$ cat src/rtl/sram_lane_pkg.sv
package sram_lane_pkg;
    typedef enum logic [2:0] {
        ST_IDLE,
        ST_WR_SETUP,
        ST_WR_PULSE,
        ST_WR_HOLD,
        ST_RD_WAIT
    } ctrl_state_e;
endpackage

$ cat src/rtl/sram_phase_timer.sv
module sram_phase_timer #(
    parameter int LIMIT = 4
) (
    input  logic clk,
    input  logic rst_n,
    input  logic restart,
    output logic last
);
    localparam int CW = (LIMIT > 1) ? $clog2(LIMIT) : 1;
    localparam logic [CW-1:0] TOP = CW'(LIMIT - 1);

    logic [CW-1:0] cnt_q;

    always_ff @(posedge clk or negedge rst_n) begin
        if (!rst_n) begin
            cnt_q <= '0;
        end else if (restart) begin
            cnt_q <= '0;
        end else if (cnt_q != TOP) begin
            cnt_q <= cnt_q + 1'b1;
        end
    end

    assign last = (cnt_q == TOP);
endmodule

$ cat src/rtl/sram_lane_gate.sv
module sram_lane_gate #(
    parameter int LANES  = 4,
    parameter int LANE_W = 8
) (
    input  logic                    active,
    input  logic [LANES-1:0]        mask,
    input  logic [LANES*LANE_W-1:0] raw_data,
    output logic [LANES-1:0]        be_n,
    output logic [LANES*LANE_W-1:0] kept_data
);
    for (genvar i = 0; i < LANES; i++) begin : g_lane
        assign be_n[i] = ~(active & mask[i]);
        assign kept_data[i*LANE_W +: LANE_W] =
            mask[i] ? raw_data[i*LANE_W +: LANE_W] : '0;
    end
endmodule

$ cat src/rtl/sram_rd_capture.sv
module sram_rd_capture #(
    parameter int DATA_W = 32
) (
    input  logic              clk,
    input  logic              rst_n,
    input  logic              capture,
    input  logic [DATA_W-1:0] din,
    output logic              valid,
    output logic [DATA_W-1:0] dout
);
    always_ff @(posedge clk or negedge rst_n) begin
        if (!rst_n) begin
            valid <= 1'b0;
            dout  <= '0;
        end else begin
            valid <= capture;
            if (capture) begin
                dout <= din;
            end
        end
    end
endmodule

$ cat src/rtl/sram_lane_ctrl.sv
module sram_lane_ctrl #(
    parameter int ADDR_W    = 19,
    parameter int DATA_W    = 32,
    parameter int LANE_W    = 8,
    parameter int CE_COUNT  = 3,
    parameter int CLK_PS    = 4000,
    parameter int ACCESS_PS = 10000
) (
    input  logic                       clk,
    input  logic                       rst_n,
    input  logic                       req_valid,
    output logic                       req_ready,
    input  logic                       req_write,
    input  logic [ADDR_W-1:0]          req_addr,
    input  logic [DATA_W-1:0]          req_wdata,
    input  logic [DATA_W/LANE_W-1:0]   req_mask,
    output logic                       rsp_valid,
    output logic [DATA_W-1:0]          rsp_rdata,
    output logic [ADDR_W-1:0]          mem_addr,
    output logic [CE_COUNT-1:0]        mem_ce_n,
    output logic                       mem_we_n,
    output logic                       mem_oe_n,
    output logic [DATA_W/LANE_W-1:0]   mem_be_n,
    output logic [DATA_W-1:0]          mem_dq_out,
    output logic                       mem_dq_oe,
    input  logic [DATA_W-1:0]          mem_dq_in
);
    import sram_lane_pkg::*;

    localparam int LANES   = DATA_W / LANE_W;
    localparam int ACC_CYC = (ACCESS_PS + CLK_PS - 1) / CLK_PS + 1;

    ctrl_state_e state_q, state_d;

    logic [ADDR_W-1:0] addr_q;
    logic [DATA_W-1:0] wdata_q;
    logic [LANES-1:0]  mask_q;
    logic              accept;
    logic              timer_last;
    logic              ce_act, we_act, oe_act, lane_act, drive, capture;
    logic [DATA_W-1:0] kept_data;

    assign accept = req_valid && req_ready;

    // State register and request capture
    always_ff @(posedge clk or negedge rst_n) begin
        if (!rst_n) begin
            state_q <= ST_IDLE;
            addr_q  <= '0;
            wdata_q <= '0;
            mask_q  <= '0;
        end else begin
            state_q <= state_d;
            if (accept) begin
                addr_q  <= req_addr;
                wdata_q <= req_wdata;
                mask_q  <= req_mask;
            end
        end
    end

    // Next-state logic
    always_comb begin
        state_d = state_q;
        unique case (state_q)
            ST_IDLE:     if (req_valid) state_d = req_write ? ST_WR_SETUP : ST_RD_WAIT;
            ST_WR_SETUP: state_d = ST_WR_PULSE;
            ST_WR_PULSE: if (timer_last) state_d = ST_WR_HOLD;
            ST_WR_HOLD:  state_d = ST_IDLE;
            ST_RD_WAIT:  if (timer_last) state_d = ST_IDLE;
            default:     state_d = ST_IDLE;
        endcase
    end

    // Output decode
    always_comb begin
        req_ready = 1'b0;
        ce_act    = 1'b0;
        we_act    = 1'b0;
        oe_act    = 1'b0;
        lane_act  = 1'b0;
        drive     = 1'b0;
        capture   = 1'b0;
        unique case (state_q)
            ST_IDLE: begin
                req_ready = 1'b1;
            end
            ST_WR_SETUP, ST_WR_HOLD: begin
                ce_act   = 1'b1;
                lane_act = 1'b1;
            end
            ST_WR_PULSE: begin
                ce_act   = 1'b1;
                lane_act = 1'b1;
                we_act   = 1'b1;
                drive    = 1'b1;
            end
            ST_RD_WAIT: begin
                ce_act   = 1'b1;
                lane_act = 1'b1;
                oe_act   = 1'b1;
                capture  = timer_last;
            end
            default: begin
                req_ready = 1'b0;
            end
        endcase
    end

    sram_phase_timer #(.LIMIT(ACC_CYC)) u_timer (
        .clk     (clk),
        .rst_n   (rst_n),
        .restart (state_q != state_d),
        .last    (timer_last)
    );

    sram_lane_gate #(.LANES(LANES), .LANE_W(LANE_W)) u_lanes (
        .active    (lane_act),
        .mask      (mask_q),
        .raw_data  (mem_dq_in),
        .be_n      (mem_be_n),
        .kept_data (kept_data)
    );

    sram_rd_capture #(.DATA_W(DATA_W)) u_capture (
        .clk     (clk),
        .rst_n   (rst_n),
        .capture (capture),
        .din     (kept_data),
        .valid   (rsp_valid),
        .dout    (rsp_rdata)
    );

    assign mem_addr   = addr_q;
    assign mem_ce_n   = {CE_COUNT{~ce_act}};
    assign mem_we_n   = ~we_act;
    assign mem_oe_n   = ~oe_act;
    assign mem_dq_out = wdata_q;
    assign mem_dq_oe  = drive;
endmodule

$ cat config.mk
export PLATFORM = sky130hd
export DESIGN_NAME = sram_lane_ctrl
export DESIGN_NICKNAME = d
export VERILOG_FILES = /design/src/rtl/sram_lane_pkg.sv /design/src/rtl/sram_phase_timer.sv /design/src/rtl/sram_lane_gate.sv /design/src/rtl/sram_rd_capture.sv /design/src/rtl/sram_lane_ctrl.sv
export SDC_FILE = /design/constraint.sdc
export NUM_CORES = 1
export LEC_CHECK = 0
export BUFFER_PORTS_ARGS = -buffer_cell sky130_fd_sc_hd__buf_2
export CORE_ASPECT_RATIO = 0.8
export CORE_MARGIN = 3
export CORE_UTILIZATION = 46
export CTS_BUF_LIST = sky130_fd_sc_hd__clkbuf_4 sky130_fd_sc_hd__clkbuf_8 sky130_fd_sc_hd__clkbuf_16
export DETAILED_ROUTE_END_ITERATION = 12
export PLACE_DENSITY = 0.78
export SYNTH_ARGS = -nofsm -noshare
export SYNTH_HDL_FRONTEND = slang
export SYNTH_HIERARCHICAL = 1
export SYNTH_SLANG_ARGS = --single-unit
$ cat constraint.sdc
create_clock -name clk -period 4.71 [get_ports clk]
set_input_delay 0.942 -clock clk [delete_from_list [all_inputs] [get_ports clk]]
set_output_delay 0.942 -clock clk [all_outputs]
set_load 0.02 [all_outputs]
==> impl_metrics.toml, run 1 <==
[run_status]
status = "complete, no violations"

[place]
dpl.hpwl_mm = 6.54
portBuffers = 185
place.gp.congestion = 0.781

[min_path]
min_path_cells = 1
hp-class = "register to register"
hold_end = "u_capture/dout[29]"
min_from = "u_capture/dout[29]"

[finish]
fin_util_pct = 61.8
nets = 532
fillerInstances = 687
diodes = 0
syn2layout_area_growth_pct = 27.8
drive_gt1_share_pct = 65.6

[critical_path]
cp_slowest_cell = "dfrtp_1"
crit_buf_inv = 1
reg2reg_slack_ns = 2.37
path_delay_family = "flip-flops"
reg2reg_depth = 3
cp.required_ns = 3.77
cp_max_fo = 10
reg2reg_from = "state_q[1]"
crit_chain = "nor2_1 > xnor2_1 > nand2_1 > buf_2"
start_kind = "register"
cp-end-kind = "output port"
cp_slowest_stage_delay_ns = 0.55
arrival_ns = 1.79
r2r_end = "u_capture/dout[31]"
crit_type = "register to output port"

[logic_synthesis]
yosys_warnings = 6
ys_seq_elements = 93
synthCells = 256
netlist.area_leader.share_pct = 55.2
synth_cell_types = 25
yosys-top-cells-area = "dfrtp_1, mux2_4, and2_1, buf_12, mux2_2"
syn_nets = 348
syn_avg_cell_area_um2 = 16.5
yosysTopAreaCell = "dfrtp_1"
seq_area_frac_synth_pct = 55.2
netlist_area_um2 = 4210

[global_routing]
antenna_found_initial = 0
grt_pass1_vias = 2809
gr-total-overflow = 0
track_usage_pct = 17.5
grt_pass1_wl_mm = 14.6
grt_max_degree = 59

[timing]
max_freq_mhz = 366
slew_viol_final = 0
slew_headroom_pct = 29.7
worstMarginPinSlew_ns = 1.05
timing.setup.tns_ns = 0
layout_min_cycle_time_ns = 2.73
finalHoldViolCount = 0
clock_skew_ns = 0.00793
fin_crit_sh_pct = 58.0
rsz0062_at_grt = "false"
finalSetupViolCount = 0

[clock_tree]
numCtsBuffers = 9
cts_setup_buffers = 0
cts_resized = 0
root_buffer = "clkbuf_16"
cts_hold_buf = 0
cts_buffer_depth = 2
clock-sinks = 93
cts-htree-levels = 3
cts_tree = "done"
clk_pin_slew_ns = 0.07
clk_latency_ns = 0.33

[detailed_routing]
wire_per_inst_um = 16.3
vias = 2639
first_pass_iters = 6
drtIter0Drc = 123
ant_nets = 0
totalWireLength_mm = 9.06
drcViolationCount = 0
viasPerCell = 4.74

[die]
core_area_um2 = 8710
die_x_um = 113
io_pins = 186
start_util_pct = 48.4
dieArea_um2 = 10300
fp.dieH_um = 91.6
core.rowCount = 30

[pwr]
p_seq_share_pct = 36.0
power.share.clock_pct = 17.3
power.density_nw_per_um2 = 724
p_comb_share_pct = 46.7
p_sw_share_pct = 38.3
p_int_mw = 2.41
p_switching_mw = 1.49
max-vdd-ir-drop_mv = 0.477
leakage_nw = 2.83

[job]
maxCapViolCount = 0
-- state kept, by name, indices dropped and copies added (netlist names) --
name and count:
u_timer/cnt_q 2, mask_q 4, state_q 3, u_capture/valid 1
u_capture/dout 32, mem_addr 19, mem_dq_out 32
-- power groups by stage --
| stage | Sequential (mW) | Clock, mW | Combinational, mW |
|---|---|---|---|
| after CTS | 1.41 | 0.693 | 1.84 |
| final | 1.41 | 0.674 | 1.82 |
| after detailed placement | 1.41 | 0 | 1.84 |
| after global routing | 1.46 | 0.726 | 1.92 |
| after global placement | 1.40 | 0 | 1.80 |
| after floorplan | 1.77 | 0 | 0.966 |
-- area by class of cell --
| cell class | count | area, um^2 | share of cell area [%] |
|---|---|---|---|
| timing repair buffer | 187 | 956 | 17.8 |
| sequential | 93 | 2330 | 43.2 |
| clock inverter | 6 | 46.3 | 0.860 |
| clock buffer | 10 | 233 | 4.32 |
| multi-input combinational | 149 | 1680 | 31.2 |
| tap | 112 | 140 | 2.60 |
-- synthesized netlist by cell type --
master / instances
xnor2_1: 2
nor3b_1: 1
buf_12: 8
xor2_1: 2
mux2i_1: 1
nor2_1: 5
mux2_2: 7
buf_6: 3
nor2b_1: 1
nor3_1: 1
clkbuf_1: 1
nor4b_1: 1
buf_4: 2
nand3b_1: 1
nor4b_2: 1
a21boi_0: 1
o21a_1: 1
nand2b_1: 1
mux2_4: 80
dfrtp_1: 93
and2_1: 33
and3_1: 1
ha_1: 1
a31oi_1: 1
nand2_1: 7
-- through the flow --
step	total power, mW	instances	hold slack, ns	cell area (um^2)	setup slack [ns]
global placement	3.19	541	0.487	5110	2.01
finish	3.90	557	0.503	5390	1.98
detailed placement	3.25	541	0.486	5110	1.96
CTS	3.95	557	0.505	5390	1.96
global route	4.11	557	0.513	5390	1.84
floorplan	2.73	256	0.493	4210	2.34
-- cell families (layout without fill, tap and decap cells) --
kind of cell,Yosys count,after routing,synth area share [%]
flops,93,93,55.2
buf+inv,14,203,5.05
compound gates,3,3,0.505
fa+ha+maj,1,1,0.297
mux,88,88,30.6
xor+xnor,4,4,0.832
simple gates,53,53,7.46
-- worst max path at each step --
stage / end / cells past startpoint / start
5_1_grt: mem_be_n[2] / 4 / state_q[1]
2_1_floorplan: mem_ce_n[1] / 4 / state_q[1]
6_report: mem_be_n[2] / 4 / state_q[1]
4_1_cts: mem_be_n[2] / 4 / state_q[1]
3_5_place_dp: mem_addr[3] / 4 / req_valid
3_3_place_gp: mem_addr[7] / 4 / req_valid
-- routing by layer --
layer / global-route usage, % / share of wire (%) / vias up
li1: - / - / 1231
met1: 23.1 / 42 / 1307
met2: 29.3 / 51 / 91
met3: 3.60 / 5.3 / 10
met4: 4.90 / 1.1 / 0
met5: 0 / 0 / -
-- cells in the final DEF, fill, tap and decap left out, drive strengths merged, types with 2 or more instances in the layout --
master / netlist / final
buf: 13 / 187
dfrtp: 93 / 93
mux2: 87 / 87
and2: 33 / 33
clkbuf: 1 / 10
nand2: 7 / 7
nor2: 5 / 5
xnor2: 2 / 2
xor2: 2 / 2
inv: 0 / 2
clkinvlp: 0 / 2
nor4b: 2 / 2
clkinv: 0 / 2
Note: power is estimated with default switching activity, not from simulation.
==> run 2, diff against run 1 <==
- CORE_UTILIZATION: 46 -> 43
- PLACE_DENSITY: 0.78 -> 0.77
- clock period: 4.71 -> 2.3 ns (I/O delays scaled with it)
==> run 2 against run 1 <==
  * Sequential power rose by 100%
  * Register-to-register slack got worse by 2.0 ns
  * Design area increased by 1.6%
  * Global-route usage shrank 1.2 points
  * Clock skew is 0.0042 ns lower
  * Clock power rose by 120%
  * Sequential share of layout area decreased by 0.69 points
  * Hold slack worse by 0.39 ns
  * First-iteration DRC count shrank 8.9%
  * Count of clock-buffer cells in the layout up 1
  * Final cell count increased by 1.1%
  * Combinational power grew 110%
==> impl_metrics.toml, run 2 (synthesized netlist as in run 1, its figures left out) <==
[finish]
syn2layout_area_growth_pct = 29.9
diodes = 0
layout_common_cells = "buf_2, dfrtp_1, mux2_4"
final_cells = 563
fillerInstances = 766
drive_gt1_share_pct = 66.3
final_common_cell = "buf_2"
nets = 535
fin_util_pct = 58.8

[timing]
worstMarginPinSlew_ns = 0.540
finalSetupViolCount = 0
setup_ws_ns = 0.207
max_freq_mhz = 478
fin_crit_sh_pct = 91.0
timing.setup.tns_ns = 0
rsz0062_at_grt = "false"
finalHoldViolCount = 0
clock_skew_ns = 0.00372
slew_headroom_pct = 64.0
layout_min_cycle_time_ns = 2.09
slew_viol_final = 0

[clock_tree]
cts_setup_buffers = 0
clk_latency_ns = 0.33
cts_resized = 0
root_buffer = "clkbuf_16"
cts_tree = "done"
cts_hold_buf = 0
clock-sinks = 93
cts-htree-levels = 3
clk_pin_slew_ns = 0.06
cts_buffer_depth = 2
numCtsBuffers = 9

[detailed_routing]
route.met3.wl_um = 496
wl_met2_mm = 4.56
first_pass_iters = 4
drtIter0Drc = 112
wl_met1_mm = 3.89
vias = 2696
ant_nets = 0
wire_per_inst_um = 16.1
viasPerCell = 4.79
drcViolationCount = 0
highest_layer = "met4"
totalWireLength_mm = 9.07

[global_routing]
track_usage_pct = 16.3
grt_pass1_wl_mm = 14.0
gr-total-overflow = 0
grt_pass1_vias = 2820
grt_max_degree = 48
antenna_found_initial = 0

[critical_path]
cp_slowest_cell = "dfrtp_1"
cp.required_ns = 1.84
start_kind = "register"
reg2reg_from = "state_q[1]"
cp-end-kind = "output port"
endpoint = "mem_ce_n[1]"
reg2reg_depth = 4
r2r_end = "u_capture/dout[4]"
cp-startpoint = "state_q[1]"
crit_chain = "nor2_2 > xor2_1 > buf_2"
reg2reg_slack_ns = 0.39
arrival_ns = 1.63
cp_max_fo = 10
cp_slowest_stage_delay_ns = 0.51
crit_type = "register to output port"

[pwr]
power.density_nw_per_um2 = 1490
max-vdd-ir-drop_mv = 0.868
finalPower_mw = 8.13
leakage_nw = 2.88

[die]
core.rowCount = 31
die_x_um = 117
start_util_pct = 45.3
core_area_um2 = 9310
dieArea_um2 = 11000
fp.dieH_um = 94.5
io_pins = 186

[place]
portBuffers = 185
dpl.hpwl_mm = 6.71
pre_cts_ws_ns = 0.327
dp.cells = 547
place.gp.congestion = 0.787

[job]
maxCapViolCount = 0

[run_status]
status = "complete, no violations"

[min_path]
hp-class = "input port to async pin"
==> run 2: per-layer routing <==
layer  up-vias  track usage, %
met4         0            5.16
met3        13            4.48
met5         -               0
met1      1340            20.6
met2        97            27.1
li1       1246               -
==> run 2: final cells by class <==
| class | count | area (um^2) | share of cell area, % |
|---|---|---|---|
| Timing Repair Buffer | 190 | 1000 | 18.3 |
| Clock inverter | 5 | 58.8 | 1.07 |
| Multi-Input combinational cell | 149 | 1690 | 30.9 |
| Tap cell | 115 | 144 | 2.63 |
| Clock buffer | 11 | 246 | 4.50 |
| Sequential cell | 93 | 2330 | 42.5 |
==> run 2: worst min path at each step <==
stage,cells past startpoint,to,slack [ns],startpoint
3_3_place_gp,1,mem_dq_out[26],0.48,rst_n
6_report,1,mem_dq_out[26],0.11,rst_n
2_1_floorplan,0,mask_q[0],0.16,rst_n
4_1_cts,1,mem_dq_out[26],0.12,rst_n
5_1_grt,1,mem_dq_out[26],0.13,rst_n
3_5_place_dp,1,mem_dq_out[26],0.49,rst_n
==> run 2: power by group <==
group | switching, mW | internal, mW
clock | 0.616 | 0.886
combinational | 1.91 | 1.83
sequential | 0.516 | 2.37
total | 3.05 | 5.08
==> run 2: stage by stage <==
step,hold WS (ns),instance area [um^2]
after floorplan,0.164,4210
after global placement,0.476,5160
after detailed placement,0.485,5160
after CTS,0.118,5460
after global routing,0.135,5470
final,0.114,5470
==> run 2: worst max-delay path: cells and delay by family, from the launching register on <==
family	cells	cell delay, ns
xor+xnor	1	0.29
buf+inv	1	0.22
flops	1	0.51
simple gates	1	0.28
